### config.mk
export PLATFORM = sky130hd
export DESIGN_NAME = spi_user_engine
export DESIGN_NICKNAME = d
export VERILOG_FILES = /design/src/rtl/spi_ue_pkg.sv /design/src/rtl/spi_ue_ctrl.sv /design/src/rtl/spi_ue_shifter.sv /design/src/rtl/spi_ue_pad.sv /design/src/rtl/spi_user_engine.sv
export SDC_FILE = /design/constraint.sdc
export NUM_CORES = 1
export LEC_CHECK = 0
export BUFFER_PORTS_ARGS = -buffer_cell sky130_fd_sc_hd__buf_2
export CORE_ASPECT_RATIO = 1.25
export CORE_MARGIN = 8
export CORE_UTILIZATION = 49
export DETAILED_ROUTE_END_ITERATION = 8
export PLACE_DENSITY_LB_ADDON = 0.15
export SYNTH_ARGS = -nofsm -noshare
export SYNTH_HDL_FRONTEND = slang
export SYNTH_SLANG_ARGS = --single-unit
### constraint.sdc
create_clock -name clk -period 1.96 [get_ports clk]
set_input_delay 0.196 -clock clk [delete_from_list [all_inputs] [get_ports clk]]
set_output_delay 0.196 -clock clk [all_outputs]
set_load 0.1 [all_outputs]
### src/rtl/spi_ue_pkg.sv
// Shared definitions for the user-mode serial flash engine.
// Assumes a 32-bit control word; bit positions are fixed by software.
package spi_ue_pkg;
    typedef enum logic [1:0] {
        LN_ONE  = 2'd0,
        LN_TWO  = 2'd1,
        LN_FOUR = 2'd2
    } lanes_t;

    localparam int          MODE_LSB   = 0;
    localparam int          STOP_BIT   = 2;
    localparam int          DUAL_BIT   = 29;
    localparam int          QUAD_BIT   = 30;
    localparam logic [1:0]  MODE_USER  = 2'b11;
    localparam logic [31:0] CTRL_RESET = 32'h0000_0004;
endpackage

### src/rtl/spi_ue_ctrl.sv
// Control word holder. Decodes chip-select enable and data-phase width.
// Assumes software rewrites the word only between window accesses.
module spi_ue_ctrl
    import spi_ue_pkg::*;
(
    input  logic        clk,
    input  logic        rst_n,
    input  logic        wr_en,
    input  logic [31:0] wdata,
    output logic [31:0] ctrl_q,
    output logic        xfer_en,
    output lanes_t      lanes
);
    // Hold the control word; reset to normal read with stop set.
    always_ff @(posedge clk) begin
        if (!rst_n)     ctrl_q <= CTRL_RESET;
        else if (wr_en) ctrl_q <= wdata;
    end

    // Chip select is active only in user mode with stop cleared.
    assign xfer_en = (ctrl_q[MODE_LSB+1:MODE_LSB] == MODE_USER) && !ctrl_q[STOP_BIT];

    // Four lines take precedence over two.
    always_comb begin
        if (ctrl_q[QUAD_BIT])      lanes = LN_FOUR;
        else if (ctrl_q[DUAL_BIT]) lanes = LN_TWO;
        else                       lanes = LN_ONE;
    end

    p_reset_value_r1: assert property (@(posedge clk)
        !rst_n |=> (ctrl_q == CTRL_RESET));
endmodule

### src/rtl/spi_ue_shifter.sv
// Byte serializer/deserializer for serial clock mode 0.
// One window access moves one DW-bit byte over DW/lanes clock periods.
// Each half period of the serial clock lasts HALF_CYC system cycles.
// Assumes the requester holds req_valid until ready and drops it after.
module spi_ue_shifter
    import spi_ue_pkg::*;
#(
    parameter int DW       = 8,
    parameter int HALF_CYC = 2
) (
    input  logic          clk,
    input  logic          rst_n,
    input  logic          en,
    input  lanes_t        lanes,
    input  logic          req_valid,
    input  logic          req_write,
    input  logic [DW-1:0] req_data,
    output logic          ready,
    output logic [DW-1:0] rdata,
    output logic          sck,
    output logic [3:0]    tx_bits,
    input  logic [3:0]    rx_in,
    output lanes_t        cur_lanes,
    output logic          rd_dir
);
    localparam int CW  = $clog2(DW);
    localparam int DVW = (HALF_CYC > 1) ? $clog2(HALF_CYC) : 1;
    localparam logic [DVW-1:0] DIV_LOAD = DVW'(HALF_CYC - 1);

    typedef enum logic [1:0] {S_IDLE, S_LO, S_HI, S_DONE} st_t;

    st_t            state;
    logic [DVW-1:0] div;
    logic [CW-1:0]  beat;
    logic [DW-1:0]  sh;
    logic [DW-1:0]  rx;

    // Index of the last beat for a given data width.
    function automatic logic [CW-1:0] last_beat(input lanes_t l);
        case (l)
            LN_ONE:  return CW'(DW - 1);
            LN_TWO:  return CW'(DW / 2 - 1);
            default: return CW'(DW / 4 - 1);
        endcase
    endfunction

    // Sequence one byte: low half, high half (sample), repeat per beat.
    always_ff @(posedge clk) begin
        if (!rst_n) begin
            state     <= S_IDLE;
            div       <= '0;
            beat      <= '0;
            sh        <= '0;
            rx        <= '0;
            cur_lanes <= LN_ONE;
            rd_dir    <= 1'b0;
        end else begin
            case (state)
                S_IDLE: if (req_valid) begin
                    if (en) begin
                        sh        <= req_write ? req_data : '0;
                        rd_dir    <= !req_write;
                        cur_lanes <= lanes;
                        beat      <= last_beat(lanes);
                        div       <= DIV_LOAD;
                        state     <= S_LO;
                    end else begin
                        rx    <= '0;
                        state <= S_DONE;
                    end
                end
                S_LO: if (div == '0) begin
                    div   <= DIV_LOAD;
                    state <= S_HI;
                    case (cur_lanes)
                        LN_ONE:  rx <= {rx[DW-2:0], rx_in[1]};
                        LN_TWO:  rx <= {rx[DW-3:0], rx_in[1:0]};
                        default: rx <= {rx[DW-5:0], rx_in};
                    endcase
                end else begin
                    div <= div - 1'b1;
                end
                S_HI: if (div == '0) begin
                    div <= DIV_LOAD;
                    if (beat == '0) begin
                        state <= S_DONE;
                    end else begin
                        beat  <= beat - 1'b1;
                        state <= S_LO;
                        case (cur_lanes)
                            LN_ONE:  sh <= {sh[DW-2:0], 1'b0};
                            LN_TWO:  sh <= {sh[DW-3:0], 2'b0};
                            default: sh <= {sh[DW-5:0], 4'b0};
                        endcase
                    end
                end else begin
                    div <= div - 1'b1;
                end
                default: state <= S_IDLE;
            endcase
        end
    end

    // Outputs derived from the sequencer state.
    assign sck   = (state == S_HI);
    assign ready = (state == S_DONE);
    assign rdata = rx;

    // Present the leading bit, pair or nibble of the shift register.
    always_comb begin
        case (cur_lanes)
            LN_ONE:  tx_bits = {3'b000, sh[DW-1]};
            LN_TWO:  tx_bits = {2'b00, sh[DW-1:DW-2]};
            default: tx_bits = sh[DW-1:DW-4];
        endcase
    end

    p_beat_in_range_r5: assert property (@(posedge clk) disable iff (!rst_n)
        (state == S_LO || state == S_HI) |-> (beat <= last_beat(cur_lanes)));
    p_hold_while_high_r3: assert property (@(posedge clk) disable iff (!rst_n)
        (state == S_HI && $past(state == S_HI)) |-> $stable(sh));
    p_ignore_no_clock_r8: assert property (@(posedge clk) disable iff (!rst_n)
        (state == S_IDLE && req_valid && !en) |=> (state == S_DONE));
endmodule

### src/rtl/spi_ue_pad.sv
// Per-line output value and enable for the four serial data lines.
// Line 0 is driven for single-line work, and lines are released in wide reads.
module spi_ue_pad
    import spi_ue_pkg::*;
(
    input  logic       active,
    input  lanes_t     lanes,
    input  logic       rd_dir,
    input  logic [3:0] tx_bits,
    output logic [3:0] io_out,
    output logic [3:0] io_oe
);
    // Select which lines the engine drives.
    always_comb begin
        if (!active) begin
            io_oe = 4'b0000;
        end else begin
            case (lanes)
                LN_ONE:  io_oe = 4'b0001;
                LN_TWO:  io_oe = rd_dir ? 4'b0000 : 4'b0011;
                default: io_oe = rd_dir ? 4'b0000 : 4'b1111;
            endcase
        end
    end

    // Output value is zero on released lines.
    assign io_out = tx_bits & io_oe;
endmodule

### src/rtl/spi_user_engine.sv
// User-mode serial flash engine for one chip select.
// The control word gates chip select and picks the data width. Each
// window access moves one byte and holds off win_ready until it has shifted.
// Assumes the control word is not rewritten while a byte is in flight.
module spi_user_engine
    import spi_ue_pkg::*;
#(
    parameter int DW       = 8,
    parameter int HALF_CYC = 2
) (
    input  logic          clk,
    input  logic          rst_n,
    input  logic          cfg_we,
    input  logic [31:0]   cfg_wdata,
    output logic [31:0]   cfg_rdata,
    input  logic          win_valid,
    input  logic          win_write,
    input  logic [DW-1:0] win_wdata,
    output logic          win_ready,
    output logic [DW-1:0] win_rdata,
    output logic          spi_sck,
    output logic          spi_cs_n,
    output logic [3:0]    spi_io_out,
    output logic [3:0]    spi_io_oe,
    input  logic [3:0]    spi_io_in
);
    logic       xfer_en;
    lanes_t     cfg_lanes;
    lanes_t     cur_lanes;
    logic       rd_dir;
    logic [3:0] tx_bits;

    spi_ue_ctrl u_ctrl (
        .clk     (clk),
        .rst_n   (rst_n),
        .wr_en   (cfg_we),
        .wdata   (cfg_wdata),
        .ctrl_q  (cfg_rdata),
        .xfer_en (xfer_en),
        .lanes   (cfg_lanes)
    );

    spi_ue_shifter #(.DW(DW), .HALF_CYC(HALF_CYC)) u_shift (
        .clk       (clk),
        .rst_n     (rst_n),
        .en        (xfer_en),
        .lanes     (cfg_lanes),
        .req_valid (win_valid),
        .req_write (win_write),
        .req_data  (win_wdata),
        .ready     (win_ready),
        .rdata     (win_rdata),
        .sck       (spi_sck),
        .tx_bits   (tx_bits),
        .rx_in     (spi_io_in),
        .cur_lanes (cur_lanes),
        .rd_dir    (rd_dir)
    );

    spi_ue_pad u_pad (
        .active  (xfer_en),
        .lanes   (cur_lanes),
        .rd_dir  (rd_dir),
        .tx_bits (tx_bits),
        .io_out  (spi_io_out),
        .io_oe   (spi_io_oe)
    );

    // Chip select follows the decoded control word.
    assign spi_cs_n = !xfer_en;

    p_sck_only_selected_r2: assert property (@(posedge clk) disable iff (!rst_n)
        spi_sck |-> !spi_cs_n);
    p_ready_one_cycle_r7: assert property (@(posedge clk) disable iff (!rst_n)
        win_ready |=> !win_ready);
    p_ready_sck_low_r7: assert property (@(posedge clk) disable iff (!rst_n)
        win_ready |-> !spi_sck);
    p_wide_read_float_r6: assert property (@(posedge clk) disable iff (!rst_n)
        (spi_sck && rd_dir && cur_lanes != LN_ONE) |-> (spi_io_oe == 4'b0000));
endmodule

==> run summary <==
The run finished with clean final reports. The data arrival time of the critical path is 1.64 ns. The clock-pin slew on the worst setup and hold paths came out at about 0.060 ns. The highest layer touched by signal routing is met4.

Across the VDD grid, the largest voltage drop is 0.625 mV. The post-place setup slack came out at ~0.15 ns. The count of nets left with antenna violations after detail routing came out at 0. The area of the mapped netlist is roughly 2700 µm². The reported max-cap violation count is 0. Between clock sinks in the finished design, the worst skew comes to 0.0110 ns.

For this design the static power due to leakage is 0.00171 µW. Of the post-synthesis cell area, the dominant cell type holds 42.6%. The total global-route track usage came out at 16.8%. Counting distinct cell types in the post-synthesis netlist gives 37. The relative max-transition margin is 65.9%. Counting every net in the synthesized netlist gives 350. The length of routed wiring on met1 came out at 2840 µm. The total power consumption of the routed design is between 4000 and 5000 µW. The sequential cell area came out at about 1200 µm². The post-route core utilization is 67.5%. The number of buffers added on ports came out at 99. Setup repair after global routing left no endpoint under its margin. The wire-length estimate of the detail-placed layout is 4970 µm. The number of buffers inserted to repair setup after CTS came out at 0. The number of filler instances in the final layout is 441. The min-delay analysis places its worst path in the category primary input to flop. Counting every sink on the clock net gives 57.

The slowest stage of the critical path is the dfxtp_2 cell. The sum of negative setup slack came out at 0 ns. The antenna diode count came out at 0. The detailed-route via count came out at 2412. The final wirelength is about 6700 µm. The final-report hold violation count came out at 0.

The met3 routed wirelength came out at 633 µm. The cell count after synthesis is 293. The floorplan die height is 98.6 µm. The count of unresolved DRC violations after routing came out at 0. The number of ports placed on the die boundary is 100. In the synthesized netlist the dominant register cell turns out to be dfxtp_1. The congestion estimate from routability-driven global placement came to around 0.78.

The cell family contributing the most delay on the critical path is simple AND/OR/NAND/NOR gates. Dividing the detail-routed wire length by the instance count gives 14.5 µm. Ranked by instance count, the synthesized netlist is headed by 57 x dfxtp_1, 48 x mux2i_1, 48 x nor2_1, 18 x nand2_1, 16 x a21oi_1.

The die area came out at 8100 µm². STA classifies the critical path startpoint as a flop. In this design, the stage delay of the slowest critical-path cell is 0.40 ns. The largest fanout on the critical path came out at 11. Summed over all nets, wire length on met2 after detailed routing comes to 3100 µm. The total setup violations reported at the end of the flow came out at 0. The share of the yosys chip area belonging to registers is 42.6%. In the final layout, the multi-input gates occupy 1460 µm². The synthesized area per cell came out at 9.13 µm². The final net count is 449.

The power per cell area came out at 1160 nW/µm². STA classifies the critical path endpoint as an output port. Counting tap cells, the placed design contains a total of 445 instances. The starting utilization of the core area came out at about half.

The clock tree from TritonCTS is done. The count of routing violations after the opening detailed-route iteration is 125. Clock tree synthesis inserted a total of 9 buffers. The width of the die is 82.1 µm. The count of cells in the finished layout, fillers not included, comes to 461. The initial antenna violation count is 0. The first global-routing pass estimated around 11000 µm of wire. The flop and latch count out of synthesis is 57.

The share of async-settable or async-resettable flops after synthesis came out at 0%. Traced cell by cell, the critical path runs through or2_2 > a21oi_4 > and2_4 > buf_12. The cell type with the highest aggregate area in the netlist is dfxtp_1.

The via count of the first global-routing pass is 2434. The number of cell instances on the worst register-to-register path is 7. The maximum number of pins on one net before global-route repair came out at 33.

The row count came out at 30. In the post-synthesis netlist, the biggest area contributors are dfxtp_1 43%, mux2i_1 18%, nor2_1 6.7%. The required time of the worst setup path came out at ~1.8 ns. The H-tree depth is 3. After layout, the minimum clock period comes to 1.84 ns. Static timing analysis puts the maximum clock frequency at 544 MHz. The average vias per placed instance came out at 5.23. The share of the clock period used by the worst path came out at 93.7%. The area growth from synthesis to layout is 35.4%.

The number of enable-type register cells in the synthesized netlist is 0. The root buffer cell chosen for the clock tree is clkbuf_8. Across all setup checks in the final design, the least slack found is about 0.12 ns. The cell depth of the worst hold path is 3. The ratio of cells with drive above 1 in the final layout came out at 37.5%. The later pin in the worst-skew pair is clocked with a latency of approximately 0.33 ns. The critical path depth in cells came out at 4. The core outline area is around 5400 µm². The total overflow reported by the global router is 0.

The worst-case clock buffer depth is 2. The worst path buffer plus inverter count is 1. The count of pins over their slew limit came out at 0.

The worst-margin pin slew is 0.511 ns. The critical path is of the flop to output port type. The count of synthesis-stage warnings from yosys came out at 0. The number of detailed-route iterations in the first pass came out at 5. In the post-synthesis netlist, the cell with the most instances is dfxtp_1.
## where the power goes
part / total (µW) / internal (µW) / switching [µW] / leakage (µW)
Sequential: 1500 / 1340 / 160 / 0.000470
Clock: 1120 / 657 / 460 / 0.000104
Combinational: 1600 / 562 / 1040 / 0.00114
Total: 4210 / 2560 / 1650 / 0.00171
## area by class of cell
| class | instances | share of cell area [%] |
|---|---|---|
| multi-input combinational | 207 | 40.3 |
| sequential | 57 | 31.8 |
| timing repair buffer | 110 | 19.3 |
| clock buffer | 11 | 4.21 |
| tap | 64 | 2.21 |
| clock inverter | 5 | 1.45 |
| inverter | 7 | 0.725 |
## state kept, by name, summed over array words and instances (netlist names)
name,count
u_shift.div,1
u_shift.beat,3
u_shift.cur_lanes,2
u_shift.sh,8
u_shift.rdata,8
u_shift.state,2
u_ctrl.ctrl_q,32
u_shift.rd_dir,1
## cells by family after synthesis
logic type	count (synthesis)	synth area share, %
buffers and inverters	29	4.86
and+or+nand+nor	94	16.3
adders and majority gates	8	3.74
muxes	51	19.2
AOI/OAI and AO/OA	54	13.3
DFF	57	42.6
## placed cells by master (no fill, tap or decap), drive strengths merged
cell type / synthesis / routed
nand4b: 2 / 2
buf: 9 / 110
ha: 8 / 8
mux2: 3 / 3
bufinv: 0 / 1
and3b: 1 / 1
nand3: 4 / 4
nor2b: 2 / 2
and3: 4 / 4
clkbuf: 13 / 11
o311a: 1 / 1
clkinv: 0 / 3
nand3b: 3 / 3
nor3: 3 / 3
or2: 1 / 1
o22ai: 7 / 7
a211oi: 5 / 5
and2: 2 / 2
a22oi: 6 / 6
o41ai: 1 / 1
a32oi: 1 / 1
o21ai: 13 / 13
nand2b: 5 / 5
o31ai: 1 / 1
a211o: 1 / 1
a222oi: 1 / 1
a21oi: 16 / 16
mux2i: 48 / 48
a221oi: 1 / 1
nor2: 48 / 48
nand2: 18 / 18
or3: 1 / 1
dfxtp: 57 / 57
inv: 7 / 7
clkinvlp: 0 / 1
## final timing paths
kind | startpoint | to | slack, ns
setup / recovery | u_shift.cur_lanes[0]$_SDFFE_PN0P_ | spi_io_out[0] | 0.12
hold / removal | cfg_wdata[2] | u_ctrl.ctrl_q[2]$_SDFFE_PN1P_ | 0.08
setup reg to reg | u_shift.state[0]$_SDFFE_PN0P_ | u_shift.beat[1]$_SDFFE_PN0P_ | 0.14
hold reg to reg | u_shift.rdata[7]$_SDFFE_PN0P_ | u_shift.rdata[7]$_SDFFE_PN0P_ | 0.47
## per-stage QoR
step           hold WS (ns)  instance area, µm²
5_1_grt              0.0708                3620
2_1_floorplan         0.292                2740
6_report             0.0815                3620
4_1_cts              0.0739                3620
3_5_place_dp          0.420                3410
3_3_place_gp          0.414                3410
## per-layer routing
metal	global-route usage, %	up-vias
li1	-	1221
met1	19.2	1094
met2	26.9	88
met3	6.92	9
met4	6.23	0
met5	0	-
## tightest hold or removal path, delay by kind of cell
kind	cells	cell delay (ns)
muxes	1	0.06
buffers and inverters	1	0.07
and+or+nand+nor	1	0.06
## timing repair
item / in CTS / in global routing
setup endpoints to repair: 0 / 3
gates resized for setup: 0 / 2
hold buffers: 0 / 0
No activity file was read; power rests on OpenSTA's default activity.
